## src/rtl/lbg_pkg.sv

```systemverilog
package lbg_pkg;
  typedef enum logic [1:0] {
    RS_RUN    = 2'd0,
    RS_LATCH  = 2'd1,
    RS_HOLD   = 2'd2,
    RS_RESUME = 2'd3
  } rec_state_e;
endpackage

```

## src/rtl/lbg_cond_eval.sv

```systemverilog
module lbg_cond_eval #(
  parameter int MEAS_W = 10,
  parameter int THR_W  = 8
) (
  input  logic              arm,
  input  logic              dig_bias_mode,
  input  logic              dig_pd_mode,
  input  logic              pd_trig_en,
  input  logic [THR_W-1:0]  bias_thr,
  input  logic [THR_W-1:0]  pd_thr,
  input  logic [MEAS_W-1:0] bias_meas,
  input  logic [MEAS_W-1:0] pd_meas,
  input  logic [MEAS_W-1:0] pd_setpt,
  input  logic              bias_ana_hi,
  input  logic              pd_ana_hi,
  input  logic              dac_drop,
  output logic              flt_now
);
  localparam int TOP_LSB = MEAS_W - THR_W;
  localparam int PROD_W  = MEAS_W + 2;

  logic bias_hit, pd_hit, over_hit;
  logic [PROD_W-1:0] pd_x2, set_x3;

  always_comb begin
    pd_x2  = PROD_W'({pd_meas, 1'b0});
    set_x3 = PROD_W'({pd_setpt, 1'b0}) + PROD_W'(pd_setpt);
    over_hit = pd_x2 > set_x3;
    bias_hit = dig_bias_mode ? (bias_meas[MEAS_W-1:TOP_LSB] > bias_thr) : bias_ana_hi;
    pd_hit   = dig_pd_mode ? (pd_meas[MEAS_W-1:TOP_LSB] > pd_thr) : (pd_trig_en & pd_ana_hi);
    flt_now  = arm & (bias_hit | pd_hit | over_hit | dac_drop);
  end

  always_comb begin
    if (!arm) assert_disarmed_quiet_R2: assert (!flt_now);
  end
endmodule

```

## src/rtl/lbg_dac_watch.sv

```systemverilog
module lbg_dac_watch #(
  parameter int MEAS_W = 10
) (
  input  logic              clk,
  input  logic              rst_n,
  input  logic              dac_load,
  input  logic [MEAS_W-1:0] dac_code,
  output logic              dac_drop
);
  logic [MEAS_W-1:0] prev_code;

  always_ff @(posedge clk or negedge rst_n) begin
    if (!rst_n)        prev_code <= '0;
    else if (dac_load) prev_code <= dac_code;
  end

  always_comb dac_drop = dac_load & ({1'b0, dac_code, 1'b0} < {2'b00, prev_code});

  assert_prev_follows_R6: assert property (@(posedge clk) disable iff (!rst_n)
    dac_load |=> (prev_code == $past(dac_code)));
endmodule

```

## src/rtl/lbg_recovery.sv

```systemverilog
module lbg_recovery
  import lbg_pkg::*;
#(
  parameter int HOLD_CYC = 8,
  parameter int NEG_CYC  = 5
) (
  input  logic clk,
  input  logic rst_n,
  input  logic flt_now,
  input  logic rel_req,
  output logic latched,
  output logic drv_off,
  output logic sticky
);
  localparam int MAXC  = (HOLD_CYC > NEG_CYC) ? HOLD_CYC : NEG_CYC;
  localparam int CNT_W = $clog2(MAXC + 1);
  localparam logic [CNT_W-1:0] HOLD_LIM = CNT_W'(HOLD_CYC);
  localparam logic [CNT_W-1:0] NEG_LIM  = CNT_W'(NEG_CYC);

  rec_state_e st;
  logic [CNT_W-1:0] cnt;

  always_ff @(posedge clk or negedge rst_n) begin
    if (!rst_n) begin
      st <= RS_RUN;
      cnt <= '0;
      sticky <= 1'b0;
    end else begin
      unique case (st)
        RS_RUN: if (flt_now) begin
          st <= RS_LATCH;
          sticky <= 1'b1;
        end
        RS_LATCH: if (rel_req) begin
          st <= RS_HOLD;
          cnt <= CNT_W'(1);
        end
        RS_HOLD: begin
          if (rel_req) begin
            if (cnt < HOLD_LIM) cnt <= cnt + 1'b1;
          end else if (cnt < HOLD_LIM) begin
            st <= RS_LATCH;
          end else if (flt_now) begin
            st <= RS_LATCH;
          end else begin
            st <= RS_RESUME;
            cnt <= CNT_W'(1);
          end
        end
        RS_RESUME: begin
          if (flt_now) st <= RS_LATCH;
          else if (cnt >= NEG_LIM) begin
            st <= RS_RUN;
            sticky <= 1'b0;
          end else cnt <= cnt + 1'b1;
        end
        default: st <= RS_RUN;
      endcase
    end
  end

  always_comb begin
    latched = (st == RS_LATCH);
    drv_off = (st != RS_RUN);
  end

  assert_latch_on_fault_R7: assert property (@(posedge clk) disable iff (!rst_n)
    (st == RS_RUN && flt_now) |=> (latched && sticky));
  assert_pin_low_in_hold_R8: assert property (@(posedge clk) disable iff (!rst_n)
    (st == RS_LATCH && rel_req) |=> !latched);
  assert_short_release_R8: assert property (@(posedge clk) disable iff (!rst_n)
    (st == RS_HOLD && !rel_req && cnt < HOLD_LIM) |=> latched);
  assert_persist_relatch_R10: assert property (@(posedge clk) disable iff (!rst_n)
    (st == RS_HOLD && !rel_req && flt_now) |=> latched);
endmodule

```

## src/rtl/lbias_guard.sv

```systemverilog
module lbias_guard #(
  parameter int MEAS_W   = 10,
  parameter int THR_W    = 8,
  parameter int HOLD_CYC = 8,
  parameter int NEG_CYC  = 5
) (
  input  logic              clk,
  input  logic              rst_n,
  input  logic              arm,
  input  logic              bias_en,
  input  logic              dis_pin,
  input  logic              dig_bias_mode,
  input  logic              dig_pd_mode,
  input  logic              pd_trig_en,
  input  logic [THR_W-1:0]  bias_thr,
  input  logic [THR_W-1:0]  pd_thr,
  input  logic [MEAS_W-1:0] bias_meas,
  input  logic [MEAS_W-1:0] pd_meas,
  input  logic [MEAS_W-1:0] pd_setpt,
  input  logic [MEAS_W-1:0] dac_code,
  input  logic              dac_load,
  input  logic              bias_ana_hi,
  input  logic              pd_ana_hi,
  output logic              bias_gate,
  output logic              flt_pin,
  output logic              stat_fault,
  output logic              stat_drv_off
);
  logic dac_drop, flt_now, rel_req, latched, drv_off, sticky;

  lbg_dac_watch #(.MEAS_W(MEAS_W)) u_dac (
    .clk(clk), .rst_n(rst_n), .dac_load(dac_load), .dac_code(dac_code), .dac_drop(dac_drop)
  );

  lbg_cond_eval #(.MEAS_W(MEAS_W), .THR_W(THR_W)) u_cond (
    .arm(arm), .dig_bias_mode(dig_bias_mode), .dig_pd_mode(dig_pd_mode),
    .pd_trig_en(pd_trig_en), .bias_thr(bias_thr), .pd_thr(pd_thr),
    .bias_meas(bias_meas), .pd_meas(pd_meas), .pd_setpt(pd_setpt),
    .bias_ana_hi(bias_ana_hi), .pd_ana_hi(pd_ana_hi), .dac_drop(dac_drop),
    .flt_now(flt_now)
  );

  lbg_recovery #(.HOLD_CYC(HOLD_CYC), .NEG_CYC(NEG_CYC)) u_rec (
    .clk(clk), .rst_n(rst_n), .flt_now(flt_now), .rel_req(rel_req),
    .latched(latched), .drv_off(drv_off), .sticky(sticky)
  );

  always_comb begin
    rel_req      = dis_pin | ~bias_en;
    bias_gate    = bias_en & ~dis_pin & ~drv_off;
    flt_pin      = latched;
    stat_fault   = sticky;
    stat_drv_off = drv_off;
  end

  assert_gate_off_latched_R7: assert property (@(posedge clk) disable iff (!rst_n)
    flt_pin |-> !bias_gate);
  assert_dis_blocks_R11: assert property (@(posedge clk) disable iff (!rst_n)
    dis_pin |-> !bias_gate);
  assert_resume_dark_R9: assert property (@(posedge clk) disable iff (!rst_n)
    ($fell(flt_pin) && stat_drv_off) |-> !bias_gate);
endmodule

```

## config.mk

```make
export PLATFORM = sky130hd
export DESIGN_NAME = lbias_guard
export DESIGN_NICKNAME = d
export VERILOG_FILES = /design/src/rtl/lbg_pkg.sv /design/src/rtl/lbg_cond_eval.sv /design/src/rtl/lbg_dac_watch.sv /design/src/rtl/lbg_recovery.sv /design/src/rtl/lbias_guard.sv
export SDC_FILE = /design/constraint.sdc
export NUM_CORES = 1
export LEC_CHECK = 0
export ABC_AREA = 0
export BUFFER_PORTS_ARGS = -buffer_cell sky130_fd_sc_hd__buf_4
export CAP_MARGIN = 5
export CORE_UTILIZATION = 39
export CTS_BUF_LIST = sky130_fd_sc_hd__clkbuf_8
export DETAILED_ROUTE_END_ITERATION = 10
export PLACE_DENSITY = 0.68
export SETUP_SLACK_MARGIN = 0.3
export SLEW_MARGIN = 0
export SYNTH_ARGS = -nofsm -noshare
export SYNTH_HDL_FRONTEND = slang
export SYNTH_SLANG_ARGS = --single-unit
export TNS_END_PERCENT = 50
```

## constraint.sdc

```tcl
create_clock -name clk -period 1.8 [get_ports clk]
set_clock_uncertainty 0.05 [all_clocks]
set_input_delay 0.18 -clock clk [delete_from_list [all_inputs] [get_ports clk]]
set_output_delay 0.18 -clock clk [all_outputs]
set_load 0.02 [all_outputs]
```

=== Word-level counts from Yosys, hierarchy flattened ===
Index checks and enable logic that the tools add are counted.

* Flip-flop bits (word level): 17
* Logic and storage cells: 66
* Output and inout bits: 4
* Input bits: 67

* Reductions and logical operators: 7
* Bitwise gates (word level): 12
* Multiplexer cells: 22
* Equal/unequal tests: 13
* $lt $le $gt $ge: 6
* Add/sub/neg operators: 2

{| class="wikitable"
|+ Operators by type and width
! kind !! number
|-
| 4-bit 2-to-1 mux || 7
|-
| 8-bit greater-than comparator || 2
|-
| 2-bit 2-to-1 mux || 7
|-
| 11-bit by 10-bit adder with 12-bit output || 1
|-
| 11-bit by 12-bit greater-than comparator with 1-bit output || 1
|-
| 4-bit case mux with 3 select lines || 1
|-
| 11-bit by 10-bit < comparator with 1-bit output || 1
|-
| 2-bit inequality test, second input constant || 4
|-
| 2-bit case mux with 4 select lines || 1
|-
| 4-bit AND reduction || 2
|-
| 7-bit AND reduction || 1
|-
| 3-bit by 2-bit inequality test with 1-bit output, second input constant || 2
|-
| 3-bit inequality test, second input constant || 2
|-
| 1-bit bitwise AND || 5
|-
| 1-bit 2-to-1 mux || 5
|-
| 4-bit by 1-bit adder with 4-bit output, second input constant || 1
|-
| 2-bit equality test, second input constant || 2
|-
| 4-bit by 3-bit >= comparator with 1-bit output, second input constant || 1
|-
| 4-bit < comparator, second input constant || 1
|-
| 2-bit by 1-bit inequality test with 1-bit output, second input constant || 2
|-
| 1-bit OR || 4
|-
| 2-bit nonzero test || 2
|-
| 1-bit inverter || 3
|-
| 3-bit nonzero test || 1
|-
| 3 further kinds || 3
|}

=== Longest topological paths before layout ===
Gate-level depths: netlist of run 1.

* Depth after elaboration: 10
* Depth in mapped cells: 15
* Gate-level depth less buffers: 15

=== Cells and area by module ===
From an unflattened synthesis of run 1, not the netlist that was laid out.

* Cell total of the unflattened synthesis: 262
* Area, all modules: 2185.8 µm²

{| class="wikitable"
|+ By module, submodules not included
! module !! instances !! sequential area each (µm²) !! area an instance (µm²) !! cells each
|-
| lbg_cond_eval || 1 || 0.0 || 1076.0 || 144
|-
| lbg_dac_watch || 1 || 250.2 || 595.6 || 64
|-
| lbg_recovery || 1 || 175.2 || 495.5 || 52
|-
| lbias_guard || 1 || 0.0 || 18.8 || 2
|}

=== Worst setup path before layout of run 1 ===
OpenSTA, ideal clock, no wires.

* Kind: input-to-reg
* Start point: input pd_setpt[0]
* End point: register u_rec.cnt[2]
* Cell stages on the path: 15
* Library setup time: 0.122 ns
* Data arrival time: 3.082 ns
* Slack: -1.454 ns
* Buffers on the path: 0
* Data required time: 1.628 ns
* Cells stage by stage: ha_1 -> fa_1 -> a211oi_2 -> o21bai_1 -> a21oi_1 -> o21bai_1 -> a21oi_1 -> xnor2_1 -> ha_1 -> nand4_1 -> a211oi_1 -> or3_4 -> a2bb2oi_4 -> nand4_1 -> a32o_1

* Word-level cells in the longest chain between the ends: 7
* Elaborated cells between the ends (all ways): 8
* Those cells by class: 1 x add/sub; 1 x order compare; 2 x eq/ne; 3 x bitwise; 1 x reduce/logical

{| class="wikitable"
|+ Ends and longest elaborated chain
! what !! line !! text
|-
| start, declared || lbias_guard.sv:19 || <nowiki>input logic [MEAS_W-1:0] pd_setpt,</nowiki>
|-
| 11-bit by 10-bit adder with 12-bit output * || lbg_cond_eval.sv:27 || <nowiki>set_x3 = PROD_W'({pd_setpt, 1'b0}) + PROD_W'(pd_setpt);</nowiki>
|-
| 11-bit by 12-bit greater-than comparator with 1-bit output * || lbg_cond_eval.sv:28 || <nowiki>over_hit = pd_x2 > set_x3;</nowiki>
|-
| 1-bit OR * (2 in series) || lbg_cond_eval.sv:31 || <nowiki>flt_now = arm & (bias_hit | pd_hit | over_hit | dac_drop);</nowiki>
|-
| 1-bit bitwise AND * || lbg_cond_eval.sv:31 ||
|-
| 3-bit inequality test (no source line) or 2-bit inequality test (tied branches) || -- ||
|-
| 7-bit AND reduction (no source line) * || -- ||
|-
| end signal, assigned || lbg_recovery.sv:40 || <nowiki>if (cnt < HOLD_LIM) cnt <= cnt + 1'b1;</nowiki>
|-
| end signal, assigned || lbg_recovery.sv:55 || <nowiki>end else cnt <= cnt + 1'b1;</nowiki>
|-
| end, declared || lbg_recovery.sv:21 || <nowiki>logic [CNT_W-1:0] cnt;</nowiki>
|}

Every way passes the cells marked *; elsewhere a longest branch is shown, timed or not.
A chain may end at the register's enable or synchronous reset.

=== Worst setup path in the final report of run 1 ===
* Start point: input pd_setpt[1]
* End point: register u_rec.cnt[3]

Same word-level chain as after synthesis.

==> out/qor.yml, run 1 <==
sta:
  setup_viol: 7
  setup_slack_ns: -1.31
  report.final.slew_viol_count: 0
  max_freq_mhz: 322
  post-route-period-util: 1.73
  post-route-min-period_ns: 3.11
  hold_viol: 0
  rsz0062_at_grt: "yes"
  worst_hold_slack_ns: 0.0920
  worst_slew_pin_slew_ns: 0.346
  setup_tns_ns: -9.01
  relSlewSlack: 0.767
power:
  power.density_mw_per_mm2: 660
  fin_total_pwr_mw: 2.23
  switching_share: 0.392
  power.share.clock: 0.126
  power.switching_mw: 0.873
  seqPwrFrac: 0.251
  ir_drop_mv: 0.451
  leakage_nw: 1.73
  pwr-share-comb: 0.622
  p_int_mw: 1.35
hold_path:
  min_from: "dac_code[1]"
  whs_path_depth: 3
  hp-class: "input port to register"
  min_to: "u_dac.prev_code[1]"
run_status:
  failed_checks: "negative setup slack"
  status: "complete, but fails checks"
clock_tree:
  cts_sinks: 17
  clockBufferDepth: 2
  root_buffer: "clkbuf_8"
  numCtsBuffers: 3
  cts_tree: "yes"
  insertion_delay_ns: 0.25
  htree_levels: 1
  clkTransAtPathRegs_ns: 0.06
die:
  rows: 27
  ios: 71
  die_h_um: 77.3
  start_util: 0.404
  die-area_mm2: 0.00597
  coreArea_mm2: 0.00547
  dieWidth_um: 77.3
synth:
  syn-instance-count: 265
  synth_warnings: 0
  netlist_area_mm2: 0.00221
  synth_top_cell_by_area: "ha_1"
  synth-edff-count: 0
  ys.flop_type: "dfrtp_1"
  syn-mean-instance-area_um2: 8.34
  synth_fp_nets: 380
  synth_common_cells: "ha_1, inv_1, a21oi_1, o21ai_0, nand2_1"
  synthDominantCellAreaShare: 0.266
  yosysUniqueCellTypes: 52
  synth_seq_cells: 17
  synth_seq_area_share: 0.192
  synth.most_common_cell: "ha_1"
  synthTopCellsByArea: "ha_1, dfrtp_1, inv_1"
  async_flop_share: 1.00
cells_and_area:
  nNetsFinal: 506
  stdcell_area_mm2: 0.00337
  drive_gt1_frac: 0.379
  register_area_um2: 425
  finalNonFillerCells: 462
  multi_input_area_mm2: 0.00171
  nFillCells: 471
  syn_to_final_growth_pct: 52.6
  insertedDiodeCount: 0
drt:
  wl_met1_mm: 2.34
  wl_met3_um: 184
  dr_wl_met2_mm: 2.99
  drt_pass1_iterations: 4
  drc: 0
  post_drt_wl_per_cell_um: 12.2
  routed.top_layer: "met4"
  dr_total_vias: 2395
  totalWireLength_mm: 5.63
  drt_iter0_markers: 74
  ant_nets: 0
  via_per_inst: 5.18
setup_path:
  path_max_fanout: 5
  r2r_slack_ns: -0.24
  worstPathRequired_ns: 1.89
  cp-start-kind: "input port"
  arrival_ns: 3.20
  worstReg2RegStart: "u_dac.prev_code[3]"
  rr_worst_depth: 8
  critical_path.endpoint_type: "register"
  r2r-end: "u_rec.cnt[3]"
  critical_path_class: "input port to register"
global_route:
  grt_max_degree: 22
  grt.total_usage: 0.188
  grt_overflow: 0
  antenna_found_initial: 0
  grt_pass1_vias: 2343
  grt_pass1_wl_mm: 9.34
place:
  dpl-instance-area_mm2: 0.00313
  io_buffers: 68
  dp_hpwl_mm: 4.49
  dp.cells: 443
  gp_congestion: 0.828
job:
  maxCapViolations: 0
[logic make-up after synthesis]
family / share of synthesized area
AOI/OAI and AO/OA: 0.254
xor gates and xnor gates: 0.0357
and+or+nand+nor: 0.170
muxes: 0.00453
buffers and inverters: 0.0685
adders and majority gates: 0.275
DFF: 0.192
[power groups by stage]
stage	clock (mW)	sequential [mW]	combinational [mW]
after floorplan	0	0.544	0.767
after global routing	0.312	0.576	1.53
after CTS	0.296	0.558	1.35
after global placement	0	0.561	1.24
final	0.281	0.560	1.39
after detailed placement	0	0.566	1.28
[flip-flops by register name (all words and copies together), names as in the netlist]
| signal | flops |
|---|---|
| u_dac.prev_code | 10 |
| u_rec.st | 2 |
| u_rec.cnt | 4 |
| u_rec.sticky | 1 |
[metrics by stage]
stage,utilization,worst slack (ns)
4_1_cts,0.604,-1.26
5_1_grt,0.616,-1.42
2_1_floorplan,-,-1.30
6_report,0.616,-1.31
3_3_place_gp,0.572,-1.53
3_5_place_dp,0.572,-1.65
[metal layers]
metal	track usage	vias up
li1	-	1220
met2	0.373	51
met3	0.0226	12
met4	0.0358	0
met5	0	-
met1	0.212	1112
[area by class of cell]
class / instances / share of cell area
inverter: 36 / 0.0401
multi-input combinational: 208 / 0.506
clock buffer: 3 / 0.0122
sequential: 17 / 0.126
clock inverter: 1 / 0.00148
tap: 72 / 0.0267
timing repair buffer: 125 / 0.288
[placed cells by master (no fill, tap or decap), types with 6 or more instances in the layout]
master   instances
inv_1           35
buf_4          118
nor2_1           8
dfrtp_1         17
nand3_1          6
nand2_1         20
o21ai_0         21
xnor2_1          7
nand4_1          6
ha_1            46
a21oi_1         20
[worst max path at each step]
stage | from | to | slack (ns)
2_1_floorplan | pd_setpt[0] | u_rec.cnt[2] | -1.30
3_3_place_gp | pd_setpt[1] | u_rec.cnt[1] | -1.53
3_5_place_dp | pd_setpt[1] | u_rec.cnt[1] | -1.65
4_1_cts | pd_setpt[1] | u_rec.cnt[1] | -1.26
5_1_grt | pd_setpt[1] | u_rec.cnt[3] | -1.42
6_report | pd_setpt[1] | u_rec.cnt[3] | -1.31
[critical path, cell delays in order]
cell	delay, ns
buf_8	0.11
ha_4	0.15
fa_2	0.36
a211oi_4	0.26
o21bai_1	0.12
a21oi_2	0.16
o21bai_1	0.08
a21oi_1	0.16
xnor2_1	0.14
ha_1	0.27
nand4_1	0.18
nor3_2	0.08
nor4_4	0.32
a2bb2oi_4	0.12
a41o_1	0.26
a211o_1	0.26
[timing repair]
item,CTS,global route
setup buffers,11,3
pin swaps,17,19
gates cloned,0,0
hold buffers,1,0
setup endpoints to repair,7,9
endpoints found under the hold margin,17,0
resized for setup,10,8
Power figures use the tool's default switching activity.
==> inputs of run 2 (changes only) <==
==> constraint.sdc (replaced) <==
create_clock -name clk -period 1.8 [get_ports clk]
set_clock_uncertainty 0.05 [all_clocks]
set_input_delay 0.09 -clock clk [delete_from_list [all_inputs] [get_ports clk]]
set_output_delay 0.09 -clock clk [all_outputs]
set_load 0.005 [all_outputs]
==> run 2 against run 1 <==
Against the previous run: the run still ends with negative setup slack left; combinational power is 7% lower; final area decreased by 1.4%; hold slack lost 0.089 ns; setup slack better by 0.079 ns; clock-buffer cell count did not move; via count decreased by 1.6%; sequential share of layout area is 0.18 points higher; clock power grew 5%; sequential power is essentially flat; first-iteration DRC count up 18%; highest routed layer unchanged.
==> out/qor.yml, run 2 (synthesized netlist as in run 1, its figures left out) <==
sta:
  rsz0062_at_grt: "yes"  # unchanged
  report.final.slew_viol_count: 0  # unchanged
  worst_slew_pin_slew_ns: 0.345  # was 0.346 ns
  setup_viol: 7  # unchanged
  relSlewSlack: 0.770  # was 0.767
  max_freq_mhz: 330  # was 322 MHz
  post-route-period-util: 1.68  # was 1.73
  post-route-min-period_ns: 3.03  # was 3.11 ns
  worst_hold_slack_ns: 0.00282  # was 0.0920 ns
  hold_viol: 0  # unchanged
  setup_slack_ns: -1.23  # was -1.31 ns
place:
  dp.cells: 441  # was 443
  dp_hpwl_mm: 4.45  # was 4.49 mm
  dpl-instance-area_mm2: 0.00311  # was 0.00313 mm2
  io_buffers: 68  # unchanged
  pre_cts_slack_ns: -1.57  # was -1.65 ns
  gp_congestion: 0.832  # was 0.828
die:
  ios: 71  # unchanged
  dieWidth_um: 77.3  # unchanged
  rows: 27  # unchanged
  die-area_mm2: 0.00597  # unchanged
  die_h_um: 77.3  # unchanged
  coreArea_mm2: 0.00547  # unchanged
  start_util: 0.404  # unchanged
drt:
  dr_total_vias: 2357  # was 2,395
  drt_iter0_markers: 87  # was 74
  post_drt_wl_per_cell_um: 11.9  # was 12.2 um
  via_per_inst: 5.14  # was 5.18
  totalWireLength_mm: 5.48  # was 5.63 mm
  ant_nets: 0  # unchanged
  drt_pass1_iterations: 4  # unchanged
  drc: 0  # unchanged
setup_path:
  path_max_fanout: 5  # unchanged
  worstReg2RegStart: "u_rec.cnt[0]"  # was u_dac.prev_code[3]
  critical_path_class: "input port to register"  # unchanged
  worstPathRequired_ns: 1.89  # about the same
  critical_path.endpoint_type: "register"  # unchanged
  crit_path_start: "pd_setpt[1]"  # unchanged
  arrival_ns: 3.12  # was 3.20 ns
  cp-start-kind: "input port"  # unchanged
clock_tree:
  clockBufferDepth: 2  # unchanged
  root_buffer: "clkbuf_8"  # unchanged
  numCtsBuffers: 3  # unchanged
  insertion_delay_ns: 0.26  # was 0.25 ns
  cts_tree: "yes"  # unchanged
  htree_levels: 1  # unchanged
  cts_sinks: 17  # unchanged
  clkTransAtPathRegs_ns: 0.07  # was 0.06 ns
cells_and_area:
  final_util: 0.608  # was 0.616
  top_regs: "u_dac.prev_code x10, u_rec.cnt x4, u_rec.st x2"  # unchanged
  drive_gt1_frac: 0.364  # was 0.379
  largest_reg_flops: 10  # unchanged
  layout_common_cells: "buf_4, ha_1, inv_1, a21oi_1, o21ai_0"  # was buf_4, ha_1, inv_1, o21ai_0
  layout_commonest_cell: "buf_4"  # unchanged
  syn_to_final_growth_pct: 50.5  # was 52.6%
  insertedDiodeCount: 0  # unchanged
  finalNonFillerCells: 459  # was 462
  regMostFlops: "u_dac.prev_code"  # unchanged
  stdcell_area_mm2: 0.00333  # was 0.00337 mm2
  nNetsFinal: 503  # was 506
hold_path:
  min_from: "dac_code[3]"  # was dac_code[1]
  hp-class: "input port to register"  # unchanged
global_route:
  antenna_found_initial: 0  # unchanged
  grt_pass1_wl_mm: 9.50  # was 9.34 mm
  grt.total_usage: 0.192  # was 0.188
  grt_max_degree: 22  # unchanged
  grt_overflow: 0  # unchanged
  grt_pass1_vias: 2331  # was 2,343
power:
  ir_drop_mv: 0.401  # was 0.451 mV
  power.density_mw_per_mm2: 646  # was 660 mW/mm2
  leakage_nw: 1.71  # was 1.73 nW
job:
  maxCapViolations: 0  # unchanged
run_status:
  status: "complete, but fails checks"  # unchanged
  failed_checks: "negative setup slack"  # unchanged
[run 2: cell count changes in the layout (fill, tap and decap cells not counted)]
cell           delta
a211oi_1          +1
a211oi_2          -1
a21oi_1           +1
a21oi_2           -1
a41oi_1           +1
a41oi_2           -1
buf_4             -3
buf_6             -2
dlygate4sd3_1     +2
nor4b_2           +1
nor4b_4           -1
o21ai_1           -1
o21ai_2           +1
[run 2: final timing paths]
path,endpoint,slack (ns),cells past startpoint
min reg2reg,u_dac.prev_code[0],0.49,2
min,u_dac.prev_code[3],0.003,3
max in group asynchronous,u_rec.st[1],1.33,2
max reg2reg,u_rec.cnt[2],-0.24,8
min in group asynchronous,u_dac.prev_code[9],0.18,2
max,u_rec.cnt[2],-1.23,16
[run 2: power breakdown]
part	internal (mW)	total [mW]	switching [mW]
logic	0.707	1.29	0.586
clock network	0.154	0.295	0.141
registers	0.470	0.563	0.0925
total	1.33	2.15	0.819
[run 2: final cells by class]
cell class	count	area, um2
sequential	17	425
inverter	36	135
tap	72	90.1
clock buffer	3	41.3
fill	512	2150
clock inverter	1	5.00
timing repair buffer	122	946
multi-input combinational	208	1680
[run 2: layer usage]
metal / track usage / routed length (um)
met1: 0.235 / 2390
met2: 0.350 / 2830
met3: 0.0179 / 181
met4: 0.0566 / 76
met5: 0 / 0
[run 2: what timing repair did]
action | 4_1_cts | 5_1_grt
setup buffers | 10 | 1
hold buffers | 3 | 0
endpoints found under the hold margin | 19 | 0
pin swaps | 1 | 1
endpoints found under the setup margin | 7 | 7
resized for setup | 10 | 3
[run 2: critical path, cell delays in order]
cell       delay [ns]
buf_8            0.10
ha_4             0.15
fa_2             0.38
a211oi_4         0.25
o21bai_1         0.11
a21oi_2          0.17
o21bai_1         0.10
a21oi_1          0.17
xnor2_1          0.10
ha_1             0.32
nand4_1          0.16
o22ai_1          0.12
or3_4            0.34
a2bb2oi_4        0.19
nand4_1          0.11
a32o_1           0.26
[run 2: stage by stage]
step	total power [mW]	TNS, ns
3_3_place_gp	1.76	-9.93
5_1_grt	2.35	-9.66
3_5_place_dp	1.78	-10.89
4_1_cts	2.13	-7.79
2_1_floorplan	1.27	-8.06
6_report	2.15	-8.48
